`src/rtl/refTickPkg.sv`:
```
package refTickPkg;
  // strobes from control to datapath, at most one set per cycle
  typedef struct packed {
    logic restart;  // source changed: clear count, load new source's divisor
    logic reload;   // period finished on an enabled cycle: clear count, reload divisor
    logic advance;  // enabled cycle inside the period: count up
  } tickCtl_t;
endpackage

```
`src/rtl/refTickDatapath.sv`:
```
module refTickDatapath
  import refTickPkg::*;
#(
  parameter int DIV_W   = 8,
  parameter int NUM_SRC = 4,
  parameter int SEL_W   = 2
) (
  input  logic             clk,
  input  logic             rstN,
  input  tickCtl_t         ctl,
  input  logic [SEL_W-1:0] srcSel,
  input  logic             wrEn,
  input  logic [SEL_W-1:0] wrAddr,
  input  logic [DIV_W-1:0] wrData,
  output logic             atEnd,
  output logic [DIV_W-1:0] cntVal,
  output logic [DIV_W-1:0] curDiv
);
  logic [DIV_W-1:0] divReg [NUM_SRC];
  logic [DIV_W-1:0] selDiv;

  for (genvar g = 0; g < NUM_SRC; g++) begin : g_div
    always_ff @(posedge clk or negedge rstN) begin
      if (!rstN) begin
        divReg[g] <= '0;
      end else if (wrEn && (wrAddr == SEL_W'(g))) begin
        divReg[g] <= wrData;
      end
    end
  end

  assign selDiv = divReg[srcSel];

  always_ff @(posedge clk or negedge rstN) begin
    if (!rstN) begin
      cntVal <= '0;
      curDiv <= '0;
    end else if (ctl.restart || ctl.reload) begin
      cntVal <= '0;
      curDiv <= selDiv;
    end else if (ctl.advance) begin
      cntVal <= cntVal + DIV_W'(1);
    end
  end

  assign atEnd = (cntVal == curDiv);
endmodule

```
`src/rtl/refTickControl.sv`:
```
module refTickControl
  import refTickPkg::*;
#(
  parameter int SEL_W = 2
) (
  input  logic             clk,
  input  logic             rstN,
  input  logic             busEn,
  input  logic [SEL_W-1:0] srcSel,
  input  logic             atEnd,
  output tickCtl_t         ctl,
  output logic             tickEn
);
  logic [SEL_W-1:0] srcReg;
  logic             srcChange;

  always_ff @(posedge clk or negedge rstN) begin
    if (!rstN) begin
      srcReg <= '0;
    end else begin
      srcReg <= srcSel;
    end
  end

  assign srcChange = (srcSel != srcReg);

  always_comb begin
    ctl.restart = srcChange;
    ctl.reload  = busEn && atEnd && !srcChange;
    ctl.advance = busEn && !atEnd && !srcChange;
  end

  assign tickEn = rstN && ctl.reload;
endmodule

```
`src/rtl/refTickGen.sv`:
```
module refTickGen
  import refTickPkg::*;
#(
  parameter int DIV_W   = 8,
  parameter int NUM_SRC = 4,
  localparam int SEL_W  = (NUM_SRC > 1) ? $clog2(NUM_SRC) : 1
) (
  input  logic             clk,
  input  logic             rstN,
  input  logic             busEn,
  input  logic [SEL_W-1:0] srcSel,
  input  logic             wrEn,
  input  logic [SEL_W-1:0] wrAddr,
  input  logic [DIV_W-1:0] wrData,
  output logic             tickEn
);
  tickCtl_t         ctl;
  logic             atEnd;
  logic [DIV_W-1:0] cntVal;
  logic [DIV_W-1:0] curDiv;

  refTickControl #(.SEL_W(SEL_W)) u_ctrl (
    .clk    (clk),
    .rstN   (rstN),
    .busEn  (busEn),
    .srcSel (srcSel),
    .atEnd  (atEnd),
    .ctl    (ctl),
    .tickEn (tickEn)
  );

  refTickDatapath #(.DIV_W(DIV_W), .NUM_SRC(NUM_SRC), .SEL_W(SEL_W)) u_dp (
    .clk    (clk),
    .rstN   (rstN),
    .ctl    (ctl),
    .srcSel (srcSel),
    .wrEn   (wrEn),
    .wrAddr (wrAddr),
    .wrData (wrData),
    .atEnd  (atEnd),
    .cntVal (cntVal),
    .curDiv (curDiv)
  );
endmodule

```
`config.mk`:
```
export PLATFORM = sky130hd
export DESIGN_NAME = refTickGen
export DESIGN_NICKNAME = d
export VERILOG_FILES = /design/src/rtl/refTickPkg.sv /design/src/rtl/refTickDatapath.sv /design/src/rtl/refTickControl.sv /design/src/rtl/refTickGen.sv
export SDC_FILE = /design/constraint.sdc
export NUM_CORES = 1
export LEC_CHECK = 0
export ABC_CLOCK_PERIOD_IN_PS = 1900
export BUFFER_PORTS_ARGS = -buffer_cell sky130_fd_sc_hd__buf_2
export CAP_MARGIN = 20
export CORE_MARGIN = 5
export CORE_UTILIZATION = 40
export CTS_CLUSTER_SIZE = 8
export DETAILED_ROUTE_END_ITERATION = 16
export PLACE_DENSITY = 0.65
export SYNTH_ARGS = -nofsm -noshare
export SYNTH_HDL_FRONTEND = slang
export SYNTH_HIERARCHICAL = 1
export SYNTH_SLANG_ARGS = --single-unit
```
`constraint.sdc`:
```
create_clock -name clk -period 1.9 [get_ports clk]
set_input_delay 0.095 -clock clk [delete_from_list [all_inputs] [get_ports clk]]
set_output_delay 0.095 -clock clk [all_outputs]
set_load 0.05 [all_outputs]
```
# --- After elaboration in Yosys (flattened, before gate mapping) ---
# Cells that the tools add are included.
word_totals:
  reg_bits: 50
  in_bits: 16
  out_inout_bits: 1
  elab_cells: 34
classes:
  n_addsub: 1
  magnitude_cmp: 1
  eq_ne: 5
  n_mux: 5
  bitwise: 1
  reduce_logical: 14
ops:
  columns: ["op", "n"]
  rows:
  - ["2-to-1 mux 8 bit", 4]
  - ["binary-select mux 8 bit (select 2 bit)", 1]
  - ["logical AND 1 bit", 9]
  - ["adder 8 x 1 -> 8 bit, second input constant", 1]
  - ["== test 8 bit", 1]
  - ["== test 2 bit, second input constant", 2]
  - ["greater-or-equal comparator 3 bit, second input constant", 1]
  - ["NOT 2 -> 3 bit", 1]
  - ["== test 2 x 1 -> 1 bit, second input constant", 1]
  - ["zero test 1 bit", 2]
  - ["zero test 2 bit", 1]
  - ["!= test 2 bit", 1]
  - ["nonzero test 2 bit", 1]
  - ["logical OR 1 bit", 1]

# --- Longest topological paths before layout ---
# Gate-level depths: netlist (run 1).
depth:
  word_depth: 6
  ltp_mapped: 11
  mapped_depth_nobuf: 8

# --- Cells and area by module ---
# Netlist (run 1), hierarchy kept.
by_module_without_submodules:
  columns: ["module", "n_inst", "cells_each", "area_per_inst_um2"]
  rows:
  - ["refTickDatapath", 1, 165, 2252.2]
  - ["refTickControl", 1, 10, 120.1]

# --- Worst setup path before layout (run 1) ---
# Ideal clock, no wire load.
synth_path:
  path_kind: "register -> output"
  from: "register u_dp.cntVal[2]"
  to: "output tickEn"
  t_arrival_ns: 1.886
  setup_slack_ns: -0.081
  stages_incl_launch_ff: 7
  n_path_buf: 1
  path_cell_list: "dfrtp_1 clkbuf_2 xnor2_1 nand4_1 nor2_1 nand2_1 nor4b_2"
synth_via:
  elab_chain_len: 4
synth_rtl:
  columns: ["element", "line_no", "rtl"]
  rows:
  - ["start, declared", "refTickDatapath.sv:16", "output logic [DIV_W-1:0] cntVal,"]
  - ["start signal, assigned", "refTickDatapath.sv:42", "cntVal <= cntVal + DIV_W'(1);"]
  - ["== test 8 bit", "refTickDatapath.sv:46", "assign atEnd = (cntVal == curDiv);"]
  - ["named net atEnd", "refTickGen.sv:18", "logic atEnd;"]
  - ["logical AND 1 bit (2 in a row)", "refTickControl.sv:29", "ctl.reload = busEn && atEnd && !srcChange;"]
  - ["logical AND 1 bit", "refTickControl.sv:33", "assign tickEn = rstN && ctl.reload;"]
  - ["end, declared", "refTickGen.sv:15", "output logic tickEn"]
# The timed path passes the listed nets, and every way through them passes these cells.

==> impl_results.md, run 1 <==
* Arr. time, crit path at 2.17 ns
* Sequential power share at 53.8%
* Logic gate share of total power at 19.3%
* CTS tree: built
* Library cells used by synthesis at 26
* GR Overflow Total at 0
* Share of layout cells above drive strength 1 at 43.1%
* Syn avg cell area at 13.6 um2
* TritonCTS sink count at 50
* Peak VDD IR at 0.566 mV
* Post-synthesis cell count at 175
* DR pass1 iterations at 4
* Final hold viol count at 0
* RSZ-0062 raised after global routing: true
* Max-slew violations at 0
* Global router's overall resource usage at 12.9%
* Post-synthesis register bit count at 50
* Vias in the first global route at 1429
* Switching power at 0.676 mW
* GR peak layer: met1
* # diodes at 0
* MaxCap Viol Count at 0
* Skew final at 0.00515 ns
* Fin util at 47.2%
* Maximum clock frequency at 517 MHz
* Cell-internal power at 1.81 mW
* Synth Net Count at 192
* CP Class: flop to flop
* Clock share of power at 27.0%
* Die width at 87.0 um
* Clk slew on worst S/H paths at 0.09 ns
* Violated checks: negative setup slack
* DR WL/cell at 15.5 um
* Endpoints failing setup at 2
* DRT Wirelength at 4320 um
* Chip height at 87.0 um
* Nets at 220
* Status: complete, but fails checks
* Clock latency on the worst-skew pair at 0.31 ns
* GPL Wtd Cong at 0.752
* DRC viols at 0
* Post-Syn Area at 2370 um2
* Full die area at 7570 um2
* GRT met1 Usage at 19.0%
* Initial Util at 40.5%
* R2r setup slk at -0.03 ns
* CP max FO at 4
* Power Density at 899 nW/um2
* Area delta synth->final at 16.4%
* Slew @ Worst Pin at 0.637 ns
* Core Box Area at 5850 um2
* Met2 Usage GRT at 17.3%
* Final worst slack at -0.0346 ns
* Io pins at 17
* CTS max path bufs at 2
* Seq/Total Area, Yosys at 52.7%
* Hpwl dp at 2910 um
* Setup WS pre-CTS at -0.0194 ns
* Part of the cycle the worst path needs at 102%
* DR iter-0 viols at 93
* DR vias/cell at 5.01
* WP data required at 2.14 ns
* Sw Share at 27.2%
* Detail Route Antenna Nets at 0
* Critical Path Sink Type: flop
* Met3 Usage GRT at 3.69%
* Via count at 1397
* CTS buffer count at 5
* Minimum clock period at 1.93 ns
* First-pass GRT wire length at 7330 um
* CTS root buffer: clkbuf_8
* Fin Setup TNS at -0.0385 ns
* H-tree depth at 2
* Largest net degree at the start of global routing at 51
* Ys Warns at 6
* IO Port Bufs at 16
* Setup crit start kind: flop
* Leakage power total at 1.18 nW
* Relative slew slack at 57.6%
* Row count at 28
* Initial antenna violation count at 0
* Worst hold path class: input port to flop
cell type report:
class / instances / area, um2
flip-flops and latches: 50 / 1250
clock inverters: 2 / 17.5
multi-input cells: 116 / 1090
fillers: 522 / 3090
well taps: 75 / 93.8
repair buffers: 30 / 223
clock buffers: 6 / 82.6
synthesized netlist by cell type:
cell type | instances | area, um2
nor4b_2 | 2 | 30.0
clkbuf_2 | 1 | 5.00
or2_1 | 2 | 12.5
nor2b_4 | 1 | 13.8
ha_1 | 1 | 12.5
xor2_1 | 5 | 43.8
clkbuf_1 | 1 | 3.75
buf_2 | 1 | 5.00
dfrtp_1 | 50 | 1250
mux2i_1 | 17 | 170
a221oi_2 | 8 | 120
buf_6 | 3 | 33.8
nor3_1 | 1 | 5.00
nand4_1 | 6 | 37.5
a21oi_1 | 3 | 15.0
nor3b_4 | 1 | 18.8
nand3b_1 | 2 | 15.0
nor2_1 | 14 | 52.6
nand3_1 | 3 | 15.0
or3_1 | 3 | 18.8
mux2_2 | 32 | 360
buf_4 | 3 | 22.5
o21ai_0 | 3 | 15.0
xnor2_1 | 9 | 78.8
and2_4 | 1 | 8.76
nand2_1 | 2 | 7.51
timing repair:
item                                   4_1_cts  5_1_grt
hold buffers                                 2        0
setup endpoints to repair                    5       14
pin swaps                                    1        3
endpoints found under the hold margin       51        0
buffers inserted                             0        2
resized for setup                            3        9
power groups by stage:
stage	clock, mW	sequential (mW)	combinational, mW
2_1_floorplan	0	1.33	0.357
3_3_place_gp	0	1.35	0.447
4_1_cts	0.698	1.33	0.459
6_report	0.669	1.34	0.478
5_1_grt	0.739	1.36	0.531
3_5_place_dp	0	1.36	0.452
critical path, stage by stage (launching register included):
cell and delay (ns):
dfrtp_2 0.45, xnor2_2 0.14, nand4_1 0.09, nor2_2 0.05, nor4b_2 0.42, nand2_1 0.17, or3_1 0.37, a21oi_1 0.16
routing by layer:
layer	up-vias	share of wire, %
li1	689	-
met2	23	42
met1	678	52
met5	-	0
met4	0	2.3
met3	7	4.1
flip-flops by register name, indices dropped and copies added (netlist names):
register       cells
u_dp/cntVal        8
u_ctrl/srcReg      2
u_dp/curDiv        8
u_dp/divReg       32
layout by cell type (no fill, tap or decap), drive strengths merged:
cell type,count
clkinv,2
and2,1
nand2,2
mux2,32
o21ai,3
nand3b,2
nor4b,2
buf,28
xor2,5
nor2b,1
xnor2,9
clkbuf,6
dfrtp,50
nand4,6
a221oi,8
nand3,3
nor3,1
ha,1
a21oi,3
nor2,14
nor3b,1
mux2i,17
or3,3
dlygate4sd3,2
or2,2
path summary, 6_finish.rpt:
kind,to,start,cells after the start
worst min-delay path,u_dp/divReg[14],wrData[6],2
worst min register to register,u_dp/divReg[15],u_dp/divReg[15],1
min in group asynchronous,u_dp/cntVal[2],rstN,3
max in group asynchronous,u_dp/cntVal[4],rstN,3
worst max register to register,u_dp/cntVal[6],u_dp/cntVal[4],7
worst max-delay path,u_dp/cntVal[6],u_dp/cntVal[4],7
metrics by stage:
stage          power, mW  hold slack (ns)  cell area (um2)  std cells
2_1_floorplan       1.68           -0.201             2380        175
3_3_place_gp        1.80            0.295             2570        268
3_5_place_dp        1.81            0.293             2570        268
4_1_cts             2.49           0.0342             2700        278
5_1_grt             2.63           0.0427             2760        279
6_report            2.48           0.0486             2760        279
cell families (layout without fill, tap and decap cells):
kind of cell             count (synthesis)  count (layout)  synth area share (%)
multiplexers                            49              49                  22.4
buffers and inverters                    9              38                  2.95
XOR/XNOR                                14              14                  5.17
AO/OA/AOI/OAI                           14              14                  6.33
adder cells (fa/ha/maj)                  1               1                 0.527
flip-flops                              50              50                  52.7
AND/OR/NAND/NOR                         38              38                  9.92
(Power assumes the default switching activity.)
==> run 2: changes to the inputs <==
Settings changed: GPL_TIMING_DRIVEN set to 0.
==> run 2 against run 1 <==
  * The flow now finishes without violations
  * First-iteration DRC count decreased by 35%
  * Clock skew decreased by 0.0012 ns
  * Non-clock buffer count increased by 9
  * Via count increased by 7.1%
  * Critical path depth increased by 1
  * Setup slack improved by 0.047 ns
  * Global-route usage increased by 0.082 points
  * Design area increased by 3.7%
  * Sequential cell count unchanged
  * Die area unchanged
  * Core utilization increased by 1.8 points
  * Critical path type unchanged
==> impl_results.md, run 2 (synthesis gave the netlist of run 1 again) <==
* Status: finished clean
* Nets at 229 (+4.1%)
* CP max stage delay at 0.43 ns (-0.02 ns)
* DR vias/cell at 5.19 (+3.7%)
* Power Density at 856 nW/um2 (-4.9%)
* Largest net degree at the start of global routing at 35 (-31%)
* Via count at 1496 (+7.1%)
* CTS root buffer: clkbuf_8
* DR pass1 iterations at 4 (unchanged)
* Setup crit start kind: flop
* Slowest stage cell, crit path: dfrtp_1
* GPL Wtd Cong at 0.779 (+3.6%)
* Setup crit start: u_ctrl/srcReg[0]
* Hpwl dp at 3020 um (+3.9%)
* Final hold viol count at 0 (unchanged)
* Part of the cycle the worst path needs at 99.4% (-2.5 points)
* Critical Path End: u_dp/curDiv[6]
* DR WL/cell at 15.5 um (about the same)
* Initial antenna violation count at 0 (unchanged)
* Core Box Area at 5850 um2 (unchanged)
* TritonCTS sink count at 50 (unchanged)
* CTS max path bufs at 2 (unchanged)
* H-tree depth at 2 (unchanged)
* Vias in the first global route at 1467 (+2.7%)
* Peak VDD IR at 0.610 mV (+7.9%)
* DRT Wirelength at 4460 um (+3.3%)
* Io pins at 17 (unchanged)
* Global router's overall resource usage at 13.0% (+0.082 points)
* Final worst slack at 0.0122 ns (+0.0469 ns)
* Maximum clock frequency at 530 MHz (+2.5%)
* Minimum clock period at 1.89 ns (-0.0469 ns)
* IO Port Bufs at 16 (unchanged)
* Skew final at 0.00394 ns (-0.00121 ns)
* Commonest non-fill, non-tap cell in the layout: dfrtp_1
* Share of layout cells above drive strength 1 at 49.3% (+6.2 points)
* CTS tree: built
* Highest routed layer: met4
* Slew @ Worst Pin at 0.519 ns (-0.118 ns)
* CP Class: flop to flop
* Most frequent cells in the layout: 45 x dfrtp_1, 32 x mux2_2, 17 x buf_4, 17 x mux2i_1, 15 x buf_2
* MaxCap Viol Count at 0 (unchanged)
* Full die area at 7570 um2 (unchanged)
* Routed met1 length at 2200 um (-1.3%)
* Row count at 28 (unchanged)
* DRC viols at 0 (unchanged)
* Post-route design area at 2860 um2 (+3.7%)
* # diodes at 0 (unchanged)
* DR WL met2 at 2070 um (+14%)
* Routed wl met3 at 144 um (-19%)
* Critical Path Sink Type: flop
* Initial Util at 40.5% (unchanged)
* Relative slew slack at 65.3% (+7.7 points)
* CTS buffer count at 5 (unchanged)
* Arr. time, crit path at 2.10 ns (-0.07 ns)
* Largest register by flop count: u_dp/divReg
* Cells on worst reg2reg path at 8 (+1)
* Clock latency on the worst-skew pair at 0.30 ns (about the same)
* Worst hold path class: input port to flop
* Fin util at 49.0% (+1.8 points)
* Top Registers: u_dp/divReg: 32 flops, u_dp/cntVal: 8 flops, u_dp/curDiv: 8 flops
* Worst hold stages at 1 (-1)
* WP data required at 2.11 ns (-0.03 ns)
* DR iter-0 viols at 60 (-35%)
* Fillers at 523 (+0.19%)
* Fin Setup TNS at 0 ns (+0.0385 ns)
* R2r setup slk at 0.01 ns (+0.05 ns)
* Max-slew violations at 0 (unchanged)
* First-pass GRT wire length at 7530 um (+2.8%)
* GR Overflow Total at 0 (unchanged)
* Area after DPL at 2570 um2 (+0.29%)
* CP max FO at 8 (+4)
* Setup WS pre-CTS at -0.451 ns (-0.431 ns)
* R2r endpoint: u_dp/curDiv[6]
* Clk slew on worst S/H paths at 0.09 ns (about the same)
* RSZ-0062 raised after global routing: true
* Worst path most repeated cell: or2_1
* Leakage power total at 1.23 nW (+4.4%)
* Max reg flops at 32 (unchanged)
* CP cell instances: xor2_4, or2_1, buf_4, or2_1, buf_6, nor2b_4, buf_8, a221oi_2
* Area delta synth->final at 20.7%
* Endpoints failing setup at 0 (-2)
* Chip height at 87.0 um (unchanged)
* Detail Route Antenna Nets at 0 (unchanged)
* Worst r2r src: u_ctrl/srcReg[0]
* Die width at 87.0 um (unchanged)
## run 2: routing by layer
metal	vias to the layer above	global-route usage, %
met5	-	0
met4	0	4.67
met3	5	2.74
met2	24	18.8
met1	764	19.0
li1	703	-
## run 2: worst min-delay path by stage
| stage | start | end | slack (ns) |
|---|---|---|---|
| after floorplan | rstN | u_ctrl/srcReg[0] | -0.20 |
| after global placement | srcSel[1] | u_ctrl/srcReg[1] | 0.25 |
| after detailed placement | rstN | u_dp/cntVal[0] | 0.07 |
| after CTS | srcSel[0] | u_ctrl/srcReg[0] | 0.003 |
| after global routing | srcSel[0] | u_ctrl/srcReg[0] | 0.002 |
| final | srcSel[0] | u_ctrl/srcReg[0] | 0.009 |
## run 2: through the flow
stage                     cells  total power, mW  hold WS [ns]
after CTS                   285             2.48       0.00341
after global placement      266             1.80         0.253
final                       288             2.45       0.00878
after detailed placement    267             1.82        0.0709
after global routing        288             2.59       0.00165
after floorplan             175             1.68        -0.201
## run 2: report_power, final
| part | internal (mW) | switching (mW) |
|---|---|---|
| sequential | 1.24 | 0.0982 |
| clock | 0.259 | 0.357 |
| combinational | 0.287 | 0.213 |
| total | 1.78 | 0.668 |
## run 2: layout make-up
class / count / area, um2 / area share (%)
sequential: 50 / 1260 / 43.9
multi-input combinational: 116 / 1130 / 39.4
timing repair buffer: 32 / 224 / 7.82
tap: 75 / 93.8 / 3.28
buffer: 7 / 71.3 / 2.49
clock buffer: 5 / 68.8 / 2.40
clock inverter: 3 / 21.3 / 0.743
## run 2: repair_timing
| action | CTS | global route |
|---|---|---|
| hold buffers | 2 | 0 |
| endpoints found under the hold margin | 17 | 0 |
| buffers inserted | 10 | 3 |
| pin swaps | 9 | 13 |
| resized for setup | 18 | 7 |
| setup endpoints to repair | 17 | 13 |
## run 2: worst max-delay path, delay by kind of cell, from the launching register on
family | cells | cell delay [ns]
AOI/OAI and AO/OA | 1 | 0.24
and+or+nand+nor | 3 | 0.56
buffers and inverters | 3 | 0.40
xor gates and xnor gates | 1 | 0.16
DFF | 1 | 0.43
